File: src/rtl/ptw_pkg.sv
package ptw_pkg;
  typedef enum logic [2:0] {
    ST_IDLE,
    ST_WAIT_GRANT,
    ST_PTE_LOOKUP,
    ST_PROP_PF,
    ST_PROP_AF,
    ST_WAIT_RVALID,
    ST_LATENCY
  } walk_state_e;

  localparam int PTE_V = 0;
  localparam int PTE_R = 1;
  localparam int PTE_W = 2;
  localparam int PTE_X = 3;
  localparam int PTE_D = 7;
  localparam int PTE_PPN_LSB = 10;
endpackage

File: src/rtl/ptw_addr_gen.sv
module ptw_addr_gen #(
  parameter int PPN_W    = 44,
  parameter int VPN_BITS = 9,
  parameter int PAGE_LOG = 12,
  parameter int PTE_LOG  = 3,
  localparam int PA_W    = PPN_W + PAGE_LOG
) (
  input  logic [PPN_W-1:0]    base_ppn_i,
  input  logic [VPN_BITS-1:0] vpn_i,
  output logic [PA_W-1:0]     addr_o
);
  always_comb begin
    addr_o = {base_ppn_i, {PAGE_LOG{1'b0}}}
           + PA_W'({vpn_i, {PTE_LOG{1'b0}}});
  end
endmodule

File: src/rtl/ptw_pte_check.sv
module ptw_pte_check #(
  parameter int LEVELS   = 3,
  parameter int VPN_BITS = 9,
  parameter int PPN_W    = 44,
  localparam int LVL_W   = (LEVELS > 1) ? $clog2(LEVELS) : 1,
  localparam int NLV     = 1 << LVL_W
) (
  input  logic             v_i,
  input  logic             r_i,
  input  logic             w_i,
  input  logic             x_i,
  input  logic             d_i,
  input  logic [PPN_W-1:0] ppn_i,
  input  logic [LVL_W-1:0] level_i,
  input  logic             is_instr_i,
  input  logic             is_store_i,
  input  logic             mxr_i,
  output logic             leaf_ok_o,
  output logic             descend_o,
  output logic             fault_o
);
  logic [NLV-1:0] mis_vec;

  for (genvar l = 0; l < NLV; l++) begin : g_mis
    if (l < LEVELS - 1) begin : g_super
      assign mis_vec[l] = |ppn_i[(LEVELS-1-l)*VPN_BITS-1:0];
    end else begin : g_base
      assign mis_vec[l] = 1'b0;
    end
  end

  logic bad_enc, is_leaf, perm_ok, last_lvl, misaligned;

  always_comb begin
    bad_enc    = !v_i || (w_i && !r_i);
    is_leaf    = r_i || x_i;
    last_lvl   = (level_i == LVL_W'(LEVELS - 1));
    misaligned = mis_vec[level_i];
    if (is_instr_i) begin
      perm_ok = x_i;
    end else begin
      perm_ok = (r_i || (x_i && mxr_i)) && (!is_store_i || (w_i && d_i));
    end
    leaf_ok_o = !bad_enc && is_leaf && perm_ok && !misaligned;
    descend_o = !bad_enc && !is_leaf && !last_lvl;
    fault_o   = !leaf_ok_o && !descend_o;
  end
endmodule

File: src/rtl/ptw_walker.sv
module ptw_walker
  import ptw_pkg::*;
#(
  parameter int LEVELS   = 3,
  parameter int VPN_BITS = 9,
  parameter int PAGE_LOG = 12,
  parameter int PPN_W    = 44,
  parameter int ASID_W   = 16,
  parameter int PTE_BITS = 64,
  localparam int VPN_W   = LEVELS * VPN_BITS,
  localparam int PA_W    = PPN_W + PAGE_LOG,
  localparam int PTE_LOG = $clog2(PTE_BITS / 8),
  localparam int LVL_W   = (LEVELS > 1) ? $clog2(LEVELS) : 1,
  localparam int NLV     = 1 << LVL_W,
  localparam int PG_W    = (LEVELS > 1) ? LEVELS - 1 : 1
) (
  input  logic                clk,
  input  logic                rst,
  input  logic                flush_i,
  input  logic                lookup_req_i,
  input  logic [VPN_W-1:0]    lookup_vpn_i,
  input  logic [ASID_W-1:0]   lookup_asid_i,
  input  logic                lookup_instr_i,
  input  logic                is_store_i,
  input  logic                mxr_i,
  input  logic [PPN_W-1:0]    root_ppn_i,
  input  logic                pmp_allow_i,
  output logic                mem_req_o,
  output logic [PA_W-1:0]     mem_addr_o,
  input  logic                mem_gnt_i,
  input  logic                mem_rvalid_i,
  input  logic [PTE_BITS-1:0] mem_rdata_i,
  output logic                upd_valid_o,
  output logic [VPN_W-1:0]    upd_vpn_o,
  output logic [ASID_W-1:0]   upd_asid_o,
  output logic [PTE_BITS-1:0] upd_pte_o,
  output logic [PG_W-1:0]     upd_is_page_o,
  output logic                page_fault_o,
  output logic                access_fault_o
);
  walk_state_e         state_q, state_d;
  logic [LVL_W-1:0]    lvl_q, lvl_d, nxt_lvl;
  logic [PA_W-1:0]     ptr_q, ptr_d;
  logic [VPN_W-1:0]    vpn_q;
  logic [ASID_W-1:0]   asid_q;
  logic                instr_q, store_q, kill_q, kill_d;
  logic                load_req, upd_fire;
  logic [PG_W-1:0]     pg_d;

  // VPN fields of the captured walk, top level first
  logic [VPN_BITS-1:0] vpn_fld [NLV];
  for (genvar l = 0; l < NLV; l++) begin : g_fld
    if (l < LEVELS) begin : g_real
      assign vpn_fld[l] = vpn_q[VPN_BITS*(LEVELS-1-l) +: VPN_BITS];
    end else begin : g_pad
      assign vpn_fld[l] = '0;
    end
  end

  for (genvar l = 0; l < PG_W; l++) begin : g_pg
    assign pg_d[l] = (LEVELS > 1) && (lvl_q == LVL_W'(l));
  end

  assign nxt_lvl = lvl_q + 1'b1;

  logic [PA_W-1:0] root_addr, next_addr;

  ptw_addr_gen #(.PPN_W(PPN_W), .VPN_BITS(VPN_BITS), .PAGE_LOG(PAGE_LOG),
                 .PTE_LOG(PTE_LOG)) u_root_addr (
    .base_ppn_i (root_ppn_i),
    .vpn_i      (lookup_vpn_i[VPN_W-1 -: VPN_BITS]),
    .addr_o     (root_addr)
  );

  ptw_addr_gen #(.PPN_W(PPN_W), .VPN_BITS(VPN_BITS), .PAGE_LOG(PAGE_LOG),
                 .PTE_LOG(PTE_LOG)) u_next_addr (
    .base_ppn_i (mem_rdata_i[PTE_PPN_LSB +: PPN_W]),
    .vpn_i      (vpn_fld[nxt_lvl]),
    .addr_o     (next_addr)
  );

  logic leaf_ok, descend, pte_fault;

  ptw_pte_check #(.LEVELS(LEVELS), .VPN_BITS(VPN_BITS), .PPN_W(PPN_W)) u_check (
    .v_i        (mem_rdata_i[PTE_V]),
    .r_i        (mem_rdata_i[PTE_R]),
    .w_i        (mem_rdata_i[PTE_W]),
    .x_i        (mem_rdata_i[PTE_X]),
    .d_i        (mem_rdata_i[PTE_D]),
    .ppn_i      (mem_rdata_i[PTE_PPN_LSB +: PPN_W]),
    .level_i    (lvl_q),
    .is_instr_i (instr_q),
    .is_store_i (store_q),
    .mxr_i      (mxr_i),
    .leaf_ok_o  (leaf_ok),
    .descend_o  (descend),
    .fault_o    (pte_fault)
  );

  always_comb begin
    state_d  = state_q;
    lvl_d    = lvl_q;
    ptr_d    = ptr_q;
    load_req = 1'b0;
    upd_fire = 1'b0;
    unique case (state_q)
      ST_IDLE: if (lookup_req_i) begin
        state_d  = ST_WAIT_GRANT;
        lvl_d    = '0;
        ptr_d    = root_addr;
        load_req = 1'b1;
      end
      ST_WAIT_GRANT: if (mem_gnt_i) begin
        state_d = kill_q ? ST_WAIT_RVALID : ST_PTE_LOOKUP;
      end
      ST_PTE_LOOKUP: if (mem_rvalid_i) begin
        if (!pmp_allow_i) begin
          state_d = ST_PROP_AF;
        end else if (pte_fault) begin
          state_d = ST_PROP_PF;
        end else if (leaf_ok) begin
          state_d  = ST_LATENCY;
          upd_fire = 1'b1;
        end else if (descend) begin
          state_d = ST_WAIT_GRANT;
          lvl_d   = nxt_lvl;
          ptr_d   = next_addr;
        end
      end
      ST_PROP_PF, ST_PROP_AF: state_d = ST_LATENCY;
      ST_WAIT_RVALID: if (mem_rvalid_i) state_d = ST_IDLE;
      default: state_d = ST_IDLE;
    endcase
    if (flush_i) begin
      upd_fire = 1'b0;
      load_req = 1'b0;
      unique case (state_q)
        ST_WAIT_GRANT:  state_d = mem_gnt_i ? ST_WAIT_RVALID : ST_WAIT_GRANT;
        ST_PTE_LOOKUP:  state_d = mem_rvalid_i ? ST_IDLE : ST_WAIT_RVALID;
        ST_WAIT_RVALID: state_d = mem_rvalid_i ? ST_IDLE : ST_WAIT_RVALID;
        default:        state_d = ST_IDLE;
      endcase
    end
    kill_d = (state_q == ST_WAIT_GRANT) && (state_d == ST_WAIT_GRANT)
          && (kill_q || flush_i);
  end

  always_ff @(posedge clk) begin
    if (rst) begin
      state_q       <= ST_IDLE;
      lvl_q         <= '0;
      ptr_q         <= '0;
      kill_q        <= 1'b0;
      vpn_q         <= '0;
      asid_q        <= '0;
      instr_q       <= 1'b0;
      store_q       <= 1'b0;
      upd_valid_o   <= 1'b0;
      upd_vpn_o     <= '0;
      upd_asid_o    <= '0;
      upd_pte_o     <= '0;
      upd_is_page_o <= '0;
    end else begin
      state_q     <= state_d;
      lvl_q       <= lvl_d;
      ptr_q       <= ptr_d;
      kill_q      <= kill_d;
      upd_valid_o <= upd_fire;
      if (load_req) begin
        vpn_q   <= lookup_vpn_i;
        asid_q  <= lookup_asid_i;
        instr_q <= lookup_instr_i;
        store_q <= is_store_i;
      end
      if (upd_fire) begin
        upd_vpn_o     <= vpn_q;
        upd_asid_o    <= asid_q;
        upd_pte_o     <= mem_rdata_i;
        upd_is_page_o <= pg_d;
      end
    end
  end

  assign mem_req_o      = (state_q == ST_WAIT_GRANT);
  assign mem_addr_o     = ptr_q;
  assign page_fault_o   = (state_q == ST_PROP_PF);
  assign access_fault_o = (state_q == ST_PROP_AF);

  AST_REQ_HOLD: assert property (@(posedge clk) disable iff (rst)
    mem_req_o && !mem_gnt_i |=> mem_req_o && $stable(mem_addr_o));
  AST_ONE_OUTCOME: assert property (@(posedge clk) disable iff (rst)
    $onehot0({upd_valid_o, page_fault_o, access_fault_o}));
  AST_UPD_PULSE: assert property (@(posedge clk) disable iff (rst)
    upd_valid_o |=> !upd_valid_o && !mem_req_o);
  AST_PF_PULSE: assert property (@(posedge clk) disable iff (rst)
    page_fault_o |=> !page_fault_o && !mem_req_o);
  AST_AF_PULSE: assert property (@(posedge clk) disable iff (rst)
    access_fault_o |=> !access_fault_o && !mem_req_o);
  AST_FLUSH_QUIET: assert property (@(posedge clk) disable iff (rst)
    flush_i && !mem_req_o |=> !mem_req_o && !upd_valid_o);
  AST_OUTCOME_NO_REQ: assert property (@(posedge clk) disable iff (rst)
    (upd_valid_o || page_fault_o || access_fault_o) |-> !mem_req_o);
endmodule

File: config.mk
export PLATFORM = sky130hd
export DESIGN_NAME = ptw_walker
export DESIGN_NICKNAME = d
export VERILOG_FILES = /design/src/rtl/ptw_pkg.sv /design/src/rtl/ptw_addr_gen.sv /design/src/rtl/ptw_pte_check.sv /design/src/rtl/ptw_walker.sv
export SDC_FILE = /design/constraint.sdc
export NUM_CORES = 1
export LEC_CHECK = 0
export BUFFER_PORTS_ARGS = -buffer_cell sky130_fd_sc_hd__buf_2
export CAP_MARGIN = 15
export CORE_MARGIN = 2
export CORE_UTILIZATION = 35
export DETAILED_ROUTE_END_ITERATION = 10
export GPL_ROUTABILITY_DRIVEN = 0
export SYNTH_ARGS = -nofsm -noshare
export SYNTH_HDL_FRONTEND = slang
export SYNTH_SLANG_ARGS = --single-unit
File: constraint.sdc
create_clock -name clk -period 5.6 [get_ports clk]
set_input_delay 1.12 -clock clk [delete_from_list [all_inputs] [get_ports clk]]
set_output_delay 1.12 -clock clk [all_outputs]
set_load 0.02 [all_outputs]
# After elaboration in Yosys (flattened, before gate mapping)
# Cells that the tools add are included.
# totals
reg_bits	217
inputBits	161
out_inout_bits	169
wordCells	110
# op_classes
n_addsub	3
n_lt_le_gt_ge	2
n_eq_ne	14
mux	43
bitwise	1
n_reduce_logical	34
# ops
op	n
$mux 56	6
$add 56x12->56	2
$pmux 56 s2	1
$mux 3	12
$bmux 9 s2	1
$mux 9	2
$reduce_or 18->1	1
$pmux 3 s5	1
$logic_and 1x1->1	12
$mux 2	6
$ne 2x2->1 const B	6
$mux 1	11
$logic_not 1->1	9
$reduce_or 9->1	1
$reduce_and 7->1	1
$eq 3x1->1 const B	2
$eq 3x2->1 const B	2
$eq 3x3->1 const B	2
$pmux 3 s2	1
$logic_or 1x1->1	5
$pmux 2 s2	1
$reduce_or 2->1	2
$ge 3x3->1 const B	1
$logic_not 3->1	1
other kinds (8)	8

# Longest topological paths before layout
# Gate-level depths: netlist of the first run.
# depth
word_depth	17
ltp_mapped	8
ltp_nobuf	7

# Hierarchy
# Synthesis of the first run repeated with hierarchy kept, for this count alone.
# unflattened
hier_cells	1154
hier_area_um2	9480.3
# by_module_without_submodules
mod	n_inst	cells_per_inst	area_each_um2
ptw_walker	1	1020	8506.9
ptw_addr_gen	2	57	424.2
ptw_pte_check	1	20	125.1

# Worst setup path before layout of the first run
# Ideal clock, no wire load.
# synth_path
path_kind	input to register
from	input port mem_rdata_i[15]
to	register upd_asid_o[0]
setup_ps	72
arrival_ps	2619
setup_slack_ps	2910
path_stages	7
cell_sequence	nor4_1 > a31oi_1 > nor4_2 > nor3b_4 > buf_12 > buf_12 > mux2i_1
# synth_between
elab_chain_len	12
word_cells_on_any_way	14
classes_between	8 x mux; 6 x reduce/logical
# synth_rtl
element	line	rtl
from (decl)	ptw_walker.sv:32	input logic [PTE_BITS-1:0] mem_rdata_i,
$reduce_or 18->1 or $reduce_or 9->1 (tied branches)	ptw_pte_check.sv:26	assign mis_vec[l] = |ppn_i[(LEVELS-1-l)*VPN_BITS-1:0];
$bmux 1 s2 (*)	ptw_pte_check.sv:38	misaligned = mis_vec[level_i];
$mux 1 (not written as such) (*)	ptw_pte_check.sv:38	
$logic_not 1->1 (*)	ptw_pte_check.sv:44	leaf_ok_o = !bad_enc && is_leaf && perm_ok && !misaligned;
$logic_and 1x1->1 (*)	ptw_pte_check.sv:44	
$logic_not 1->1	ptw_pte_check.sv:46	fault_o = !leaf_ok_o && !descend_o;
$logic_and 1x1->1	ptw_pte_check.sv:46	
$mux 1 (*)	ptw_walker.sv:119	end else if (pte_fault) begin
$mux 1 (*)	ptw_walker.sv:117	if (!pmp_allow_i) begin
$mux 1 (*)	ptw_walker.sv:116	ST_PTE_LOOKUP: if (mem_rvalid_i) begin
$mux 1 (*)	ptw_walker.sv:106	unique case (state_q)
$mux 1 (*)	ptw_walker.sv:134	if (flush_i) begin
to (signal assigned)	ptw_walker.sv:177	upd_asid_o <= asid_q;
to (decl)	ptw_walker.sv:35	output logic [ASID_W-1:0] upd_asid_o,
# Every way passes the cells marked *; elsewhere a longest branch is shown, timed or not. The select of a mux whose other input is x is not followed.
# A chain may end at the register's enable or synchronous reset.

# Worst setup path after layout of the first run
# layout_path
from	input port mem_rdata_i[24]
to	register upd_asid_o[1]
# layout_between
elab_chain_len	12
word_cells_on_any_way	13
classes_between	8 x mux; 5 x reduce/logical
# layout_rtl
element	line
$reduce_or 18->1 (*)	ptw_pte_check.sv:26
$bmux 1 s2 (*)	ptw_pte_check.sv:38
$mux 1 (not written as such) (*)	ptw_pte_check.sv:38
$logic_not 1->1 (*)	ptw_pte_check.sv:44
$logic_and 1x1->1 (*)	ptw_pte_check.sv:44
$logic_not 1->1	ptw_pte_check.sv:46
$logic_and 1x1->1	ptw_pte_check.sv:46
$mux 1 (*)	ptw_walker.sv:119
$mux 1 (*)	ptw_walker.sv:117
$mux 1 (*)	ptw_walker.sv:116
$mux 1 (*)	ptw_walker.sv:106
$mux 1 (*)	ptw_walker.sv:134
# Marks and branches as above.

==> results of run 1 <==
-- worst paths after layout --
check / endpoint / cells after the start / slack, ps / from
worst max register to register: mem_addr_o[51]$_SDFFE_PP0P_ / 8 / 2770 / lvl_q[0]$_SDFFE_PP0P_
worst min-delay path: mem_addr_o[10]$_SDFFE_PP0P_ / 2 / 450 / mem_addr_o[10]$_SDFFE_PP0P_
worst max-delay path: upd_asid_o[1]$_SDFFE_PP0P_ / 7 / 2530 / mem_rdata_i[24]
worst min register to register: mem_addr_o[10]$_SDFFE_PP0P_ / 2 / 450 / mem_addr_o[10]$_SDFFE_PP0P_
-- layout by cell type (no fill, tap or decap), types with 4 or more instances in the layout --
cell type,count
nor2b_1,4
nor2_1,54
inv_1,4
a21oi_1,61
o211ai_1,18
a211oi_1,44
dfxtp_1,214
o21ai_0,6
buf_2,325
clkbuf_16,25
mux2i_1,161
clkbuf_1,7
nand2b_1,217
nand2_1,115
buf_4,7
-- worst max-delay path: cells and delay by family --
kind / cells / cell delay (ps)
and+or+nand+nor: 3 / 1150
buffers and inverters: 2 / 730
muxes: 1 / 260
AOI/OAI and AO/OA: 1 / 200
-- cell usage after synthesis, types with 4 or more instances --
master / instances
nand2b_1: 217
dfxtp_1: 214
mux2i_1: 161
nand2_1: 115
a21oi_1: 61
nor2_1: 54
clkbuf_1: 48
a211oi_1: 44
buf_2: 18
o211ai_1: 18
buf_12: 11
o21ai_0: 6
buf_4: 5
inv_1: 4
nor2b_1: 4
-- per-layer routing --
metal,share of wire,vias up
met4,0.021,0
met3,0.068,41
li1,-,4002
met1,0.45,3700
met2,0.46,254
met5,0,-
-- per-stage QoR --
| stage | cells | util | setup slack, ps | hold slack, ps |
|---|---|---|---|---|
| after detailed placement | 1619 | 0.418 | 1940 | 446 |
| final | 1661 | 0.446 | 2530 | 452 |
| after floorplan | 1027 | - | 2910 | 432 |
| after global placement | 1619 | 0.418 | 2020 | 440 |
| after CTS | 1661 | 0.446 | 2490 | 454 |
| after global routing | 1661 | 0.446 | 2420 | 466 |
-- registers in the layout, summed over array words and instances (netlist names), 2 cells and up --
register	count
lvl_q	2
upd_is_page_o	2
asid_q	16
upd_pte_o	64
state_q	3
mem_addr_o	53
upd_vpn_o	27
vpn_q	27
upd_asid_o	16
-- cells by family after synthesis --
| family | Yosys count | synth area share |
|---|---|---|
| simple gates | 412 | 0.228 |
| flops | 214 | 0.446 |
| mux | 161 | 0.168 |
| compound gates | 145 | 0.0968 |
| buf+inv | 89 | 0.0577 |
| fa+ha+maj | 3 | 0.00391 |
| other cells | 1 | 0.000390 |
-- power by group --
part	switching (uW)	internal, uW	leakage, uW
clock	627	906	0.000377
sequential	38.8	1580	0.00174
combinational	258	172	0.00272
total	924	2660	0.00483
-- final cells by class --
cell class,count,area share
Sequential cell,214,0.356
Multi-Input combinational cell,724,0.399
Clock inverter,7,0.00593
Inverter,5,0.00156
Timing Repair Buffer,335,0.144
Tap cell,341,0.0355
Clock buffer,35,0.0576
==> metrics, run 1 <==
status complete, no violations; CP max-delay cell buf_4; fraction of layout cells with a size suffix above 1 0.285; post-cts sizing count 0; CTS Buf Count 25; setup TNS 0 ps; Critical Path Start Type input pin; H-tree lvl count 1; cts hold-fix bufs 0; met3 Use GR 0.0364; Starting Density 0.357; routed wire length 27400 microns; vias 7997; DR WL/cell 16.5 microns; I/O pins 330; Seq/Total Area, Yosys 0.446; register area roughly 4300 sq um; Worst Hold Class reg -> reg; Synth area leaders dfxtp_1 45%, mux2i_1 17%, nand2b_1 14%, nand2_1 4.5%, a211oi_1 3.4%; met1 usage in global routing 0.241; clock buffer depth 3; # clock sinks 214; worst-margin pin slew about 1100 ps; busiest grt layer met2; vias in the first global route 7459; Post-DRT Antenna Nets 0; GRT overflow 0; number of setup buffers added after CTS 0; Filler cells 2680; CP required 6040 ps; CP arrival 3510 ps; Max-Cap Viols 0; Slew HR 0.266; unrepaired setup endpoints after global routing no; Slowest Stage Delay on Critical Path 620 ps; largest net degree at the start of global routing 136; die area ~29000 sq um; initial antenna violation count 0; Tot Pwr approximately 3600 uW; TritonCTS clock tree done; skew final 14.8 ps; Final Instance Area between 10000 and 15000 sq um; power density over the cells approximately 300 nW/um^2; DR iter-0 viols 434; first-pass GRT wire length approximately 41000 microns; CP max FO 40; final setup fails 0; Rows 60; number of synthesized flops with an enable pin 0; drc violations 0; area of the multi-input gates ~4800 sq um; dpl cell area 11300 sq um; maximum VDD drop 0.179 mV; Cells after Synth 1025; Final Slew Violations 0; Distinct cells, synth 45; prevailing post-synth register cell dfxtp_1; critical path type in -> reg; Yosys top cell by area dfxtp_1; Mean Syn Cell Area 9.38 sq um; asr flop ratio synth 0; Final Cycle Share 0.548; synthesized flop and latch total about 210; min Tclk post-route ~3100 ps; Area Growth Syn to Fin 25.1%; root buffer cell clkbuf_16; met2 Use GR 0.294; Synth top area share 0.446; IO Port Bufs about 330; gr usage total 0.180; Final #Nets 1469; Critical Path Sink Type flop; Die X 170 microns; Hold Vio Cnt, Final 0; P_leak 0.00483 uW; core area 27000 sq um; clk slew on worst S/H paths 60 ps; Mapped Area 9610 sq um; DR vias/cell a little under 5; hpwl dp 18800 microns; ant diodes 0; Skew-Pair Late Insertion Delay 520 ps; Critical Path, Cell by Cell buf_2 > nor4_1 > a311oi_1 > nor4_2 > nor3b_4 > buf_4 > mux2i_1; drt first pass iters 5; Ys Warns 0; Vert. Die Dim roughly 170 microns; Max Clk Rate between 300 and 400 MHz
Note: power is estimated with default switching activity, not from simulation.
==> run 2, diff against run 1 <==
clock period = 3.2 ns   (was 5.6 ns; I/O delays follow)
==> run 2 against run 1 <==
  * Clock power grew 100%
  * Wire length up 2.6%
  * Critical path type is now reg -> out
  * Count of clock-buffer cells in the layout shrank 1
  * Non-clock buffer count grew 15
  * Sequential cell count did not move
  * Final area increased by 3.1%
  * Sequential share of layout area fell by 1.1 points
  * Largest power group is now the clock network
  * Via count rose by 0.75%
  * Total power is 87% higher
  * Cell count up 1.3%
==> metrics, run 2 (synthesis gave the netlist of run 1 again) <==
status complete, no violations; Starting Density 0.357; Critical Path Start Type flop; Die X 170 microns; setup TNS 0 ps; Area Growth Syn to Fin 29.0%; Hold Vio Cnt, Final 0; busiest grt layer met2; Largest delay share family, worst path flip-flops; largest net degree at the start of global routing 111; largest reg by FF count upd_pte_o; Final Cycle Share 0.751; clk slew on worst S/H paths 60 ps; DR WL/cell 16.7 microns; Critical Path Sink Type output port; Slowest Stage Delay on Critical Path 600 ps; placed instance count 1634; area of the multi-input gates 4800 sq um; Max-Cap Viols 0; root buffer cell clkbuf_16; Skew-Pair Late Insertion Delay 520 ps; max reg flops 64; cts hold-fix bufs 0; clock buffer depth 3; CP max FO 13; Final Instance Area about 12000 sq um; CP arrival 1760 ps; Max Clk Rate 416 MHz; Post-DRT Antenna Nets 0; CTS Buf Count 25; I/O pins 330; dpl cell area 11500 sq um; vias a little over 8k; Filler cells 2690; drt first pass iters 4; final setup fails 0; Rows 60; hold path start lookup_vpn_i[4]; post-cts sizing count 0; skew final approximately 8.5 ps; IO Port Bufs 326; maximum VDD drop between 0.2 and 0.3 mV; crit path from state_q[2]$_SDFF_PP0_; power density over the cells 542 nW/um^2; drc violations 0; Final Slew Violations 0; Final #Nets 1484; post-route non-filler standard cell count 1682; DR vias/cell ~4.8; CP required 2560 ps; fraction of layout cells with a size suffix above 1 0.300; commonest non-fill, non-tap cell in the layout buf_2; min Tclk post-route 2400 ps; Critical Path, Cell by Cell nor3b_1 > buf_2; initial antenna violation count 2; # clock sinks ~210; gr usage total 0.188; met1 usage in global routing 0.250; Vert. Die Dim 170 microns; TritonCTS clock tree done; first-pass GRT wire length 43400 microns; most frequent cells in the layout 325 x buf_2, 217 x nand2b_1, 214 x dfxtp_1; WP buf/inv 1; critical path type reg -> out; register area about 4300 sq um; CP max-delay cell dfxtp_1; core area 27000 sq um; R2R Path Start lvl_q[0]$_SDFFE_PP0P_; die area between 20000 and 30000 sq um; vias in the first global route 7860; P_leak 0.00502 uW; Worst Hold Class in -> reg; Slew HR 0.582; DR iter-0 viols 449; unrepaired setup endpoints after global routing no; worst-margin pin slew 626 ps; H-tree lvl count 1; number of setup buffers added after CTS 0; GRT overflow 0; met2 Use GR 0.308; hpwl dp between 15000 and 20000 microns; met3 Use GR 0.0394; routed wire length 28100 microns
## run 2: changes by cell type in the layout (fill, tap and decap cells not counted), sizes merged
cell,delta
clkinvlp,+1
clkinv,+3
bufinv,+3
diode,+2
buf,+15
clkbuf,-1
inv,-2
## run 2: power breakdown
group	switching [uW]	total [uW]	leakage, uW	internal (uW)
logic	456	764	0.00282	309
clock network	1150	3110	0.000458	1960
registers	67.8	2840	0.00174	2770
## run 2: final cells by class
class                      instances  area share
antenna                            2    0.000404
clock buffer                      34      0.0605
timing repair buffer             350       0.157
multi-input combinational        724       0.387
inverter                           5     0.00151
tap                              341      0.0344
clock inverter                    12      0.0137
sequential                       214       0.346
## run 2: per-layer routing
metal | part of all wire | routed length, microns
met1 | 0.46 | 12900
met2 | 0.46 | 12900
met3 | 0.057 | 1600
met4 | 0.024 | 683
met5 | 0 | 0
## run 2: final timing paths
kind                                 end  cells past startpoint  slack, ps
max                       access_fault_o                      2        800
min                vpn_q[4]$_SDFFE_PP0P_                      3        360
max reg2reg  mem_addr_o[43]$_SDFFE_PP0P_                      8        830
min reg2reg         store_q$_SDFFE_PP0P_                      2        450
## run 2: through the flow
| stage | util | setup slack (ps) | hold WS [ps] | power [uW] |
|---|---|---|---|---|
| floorplan | - | 990 | 432 | 3360 |
| global placement | 0.426 | 371 | 441 | 3660 |
| detailed placement | 0.426 | 356 | 444 | 3670 |
| CTS | 0.460 | 781 | 333 | 6810 |
| global route | 0.460 | 594 | 328 | 7010 |
| finish | 0.460 | 797 | 363 | 6720 |
## run 2: tightest hold or removal path: stages
cell,delay (ps)
buf_2,90
nand2_1,50
a21oi_1,50
==> run 3, diff against run 2 <==
clock period = 2.15 ns   (was 3.2 ns; I/O delays follow)
==> run 3 against run 2 <==
  * Final area is 2.0% higher
  * Count of clock-buffer cells in the layout is 1 higher
  * Via count is 1.4% higher
  * Sequential power is 49% higher
  * Worst hold slack worse by 200 ps
  * Worst setup slack worse by 640 ps
  * Non-clock buffer count is 35 higher
  * Clock power is 40% higher
  * Wire length is 0.53% higher
==> metrics, run 3 (synthesis gave the netlist of run 1 again) <==
status complete, no violations; Hold Path Depth 3; core area 27000 sq um; P_leak 0.00518 uW; first-pass GRT wire length 42900 microns; Critical Path, Cell by Cell buf_4 > or4b_1 > o21ai_4 > buf_12 > nor2_1 > a211oi_1; Max-Cap Viols 0; CP max FO 38; routed wire length 28200 microns; largest net degree at the start of global routing 120; post-place setup slack -453 ps; crit path from state_q[0]$_SDFF_PP0_; # clock sinks 214; initial antenna violation count 0; min Tclk post-route 2000 ps; drc violations 0; vias in the first global route 7911; drt first pass iters 4; Vert. Die Dim 170 microns; Post-DRT Antenna Nets 0; Slowest Stage Delay on Critical Path 650 ps; root buffer cell clkbuf_16; power density over the cells 775 nW/um^2; maximum VDD drop 0.460 mV; max reg flops 64; Final Slew Violations 0; cell count of the worst reg-to-reg path 6; R2R Setup Slk 150 ps; Final Cycle Share 0.929; Critical Path Sink Type flop; Area Growth Syn to Fin 31.6%; unrepaired setup endpoints after global routing no; Max Clk Rate 500 MHz; fraction of layout cells with a size suffix above 1 0.315; largest reg by FF count upd_pte_o; CTS Buf Count 24; ant diodes 0; Rows 60; DR iter-0 viols ~450; Final Instance Area 12600 sq um; Hold Vio Cnt, Final 0; most frequent cells in the layout 325 x buf_2, 217 x nand2b_1, 214 x dfxtp_1; Starting Density 0.357; clk slew on worst S/H paths 60 ps; Worst Hold Class in -> reg; TritonCTS clock tree done; Tot Pwr 9800 uW; I/O pins 330; Largest delay share family, worst path simple AND/OR/NAND/NOR gates; GRT overflow 0; post-route non-filler standard cell count 1712; commonest non-fill, non-tap cell in the layout buf_2; DR WL/cell around 16 microns; CP arrival 2410 ps; Skew-Pair Late Insertion Delay around 510 ps; setup TNS 0 ps; final setup fails 0; Final #Nets between 1.5k and 2k; CP max-delay cell or4b_1; die area 28800 sq um; hpwl dp ~20000 microns; Setup WS post-layout 152 ps; vias 8173; worst r2r dst mem_addr_o[28]$_SDFFE_PP0P_; clock buffer depth 3; CP required 2560 ps; H-tree lvl count 1; IO Port Bufs 326; gr usage total 0.186; DR vias/cell between 4 and 5; placed instance count 1667; Critical Path Start Type flop; dpl cell area about 12000 sq um; critical path type reg -> reg; crit path to mem_addr_o[28]$_SDFFE_PP0P_; skew final approximately 9.3 ps; Die X between 150 and 200 microns; Crit path depth 6; R2R Path Start state_q[0]$_SDFF_PP0_; WP buf/inv 2
## run 3: worst min path at each step
stage                                 from                           to
6_report                 lookup_asid_i[14]      asid_q[14]$_SDFFE_PP0P_
5_1_grt                   lookup_vpn_i[11]       vpn_q[11]$_SDFFE_PP0P_
2_1_floorplan         store_q$_SDFFE_PP0P_         store_q$_SDFFE_PP0P_
3_3_place_gp   mem_addr_o[10]$_SDFFE_PP0P_  mem_addr_o[10]$_SDFFE_PP0P_
4_1_cts                  lookup_asid_i[14]      asid_q[14]$_SDFFE_PP0P_
3_5_place_dp       asid_q[11]$_SDFFE_PP0P_      asid_q[11]$_SDFFE_PP0P_
## run 3: metrics by stage
step                hold slack [ps]  utilization
CTS                             136        0.468
global route                    141        0.469
global placement                443        0.436
floorplan                       432            -
finish                          158        0.469
detailed placement              447        0.436
## run 3: timing repair
action / 4_1_cts / 5_1_grt
hold buffers: 0 / 0
buffers inserted: 0 / 1
gates resized for setup: 0 / 2
endpoints found under the setup margin: 0 / 10
## run 3: per-layer routing
metal	GRT usage	wire [microns]
met1	0.246	13000
met2	0.307	12900
met3	0.0364	1700
met4	0.0554	645
met5	0	0
## run 3: cell type report
class / instances / area (sq um)
multi-input cells: 724 / 4810
inverters: 5 / 18.8
clock buffers: 35 / 723
clock inverters: 8 / 123
well taps: 341 / 427
repair buffers: 385 / 2260
flip-flops and latches: 214 / 4280
fillers: 2616 / 14300
## run 3: where the power goes
| group | switching, uW | internal (uW) | leakage (uW) |
|---|---|---|---|
| combinational | 714 | 528 | 0.00302 |
| clock | 1650 | 2690 | 0.000418 |
| sequential | 90.1 | 4130 | 0.00174 |
| total | 2450 | 7340 | 0.00518 |
## run 3: tightest hold or removal path, delay by kind of cell
| family | cells | cell delay [ps] |
|---|---|---|
| AOI/OAI and AO/OA | 1 | 50 |
| buffers and inverters | 1 | 90 |
| and+or+nand+nor | 1 | 40 |
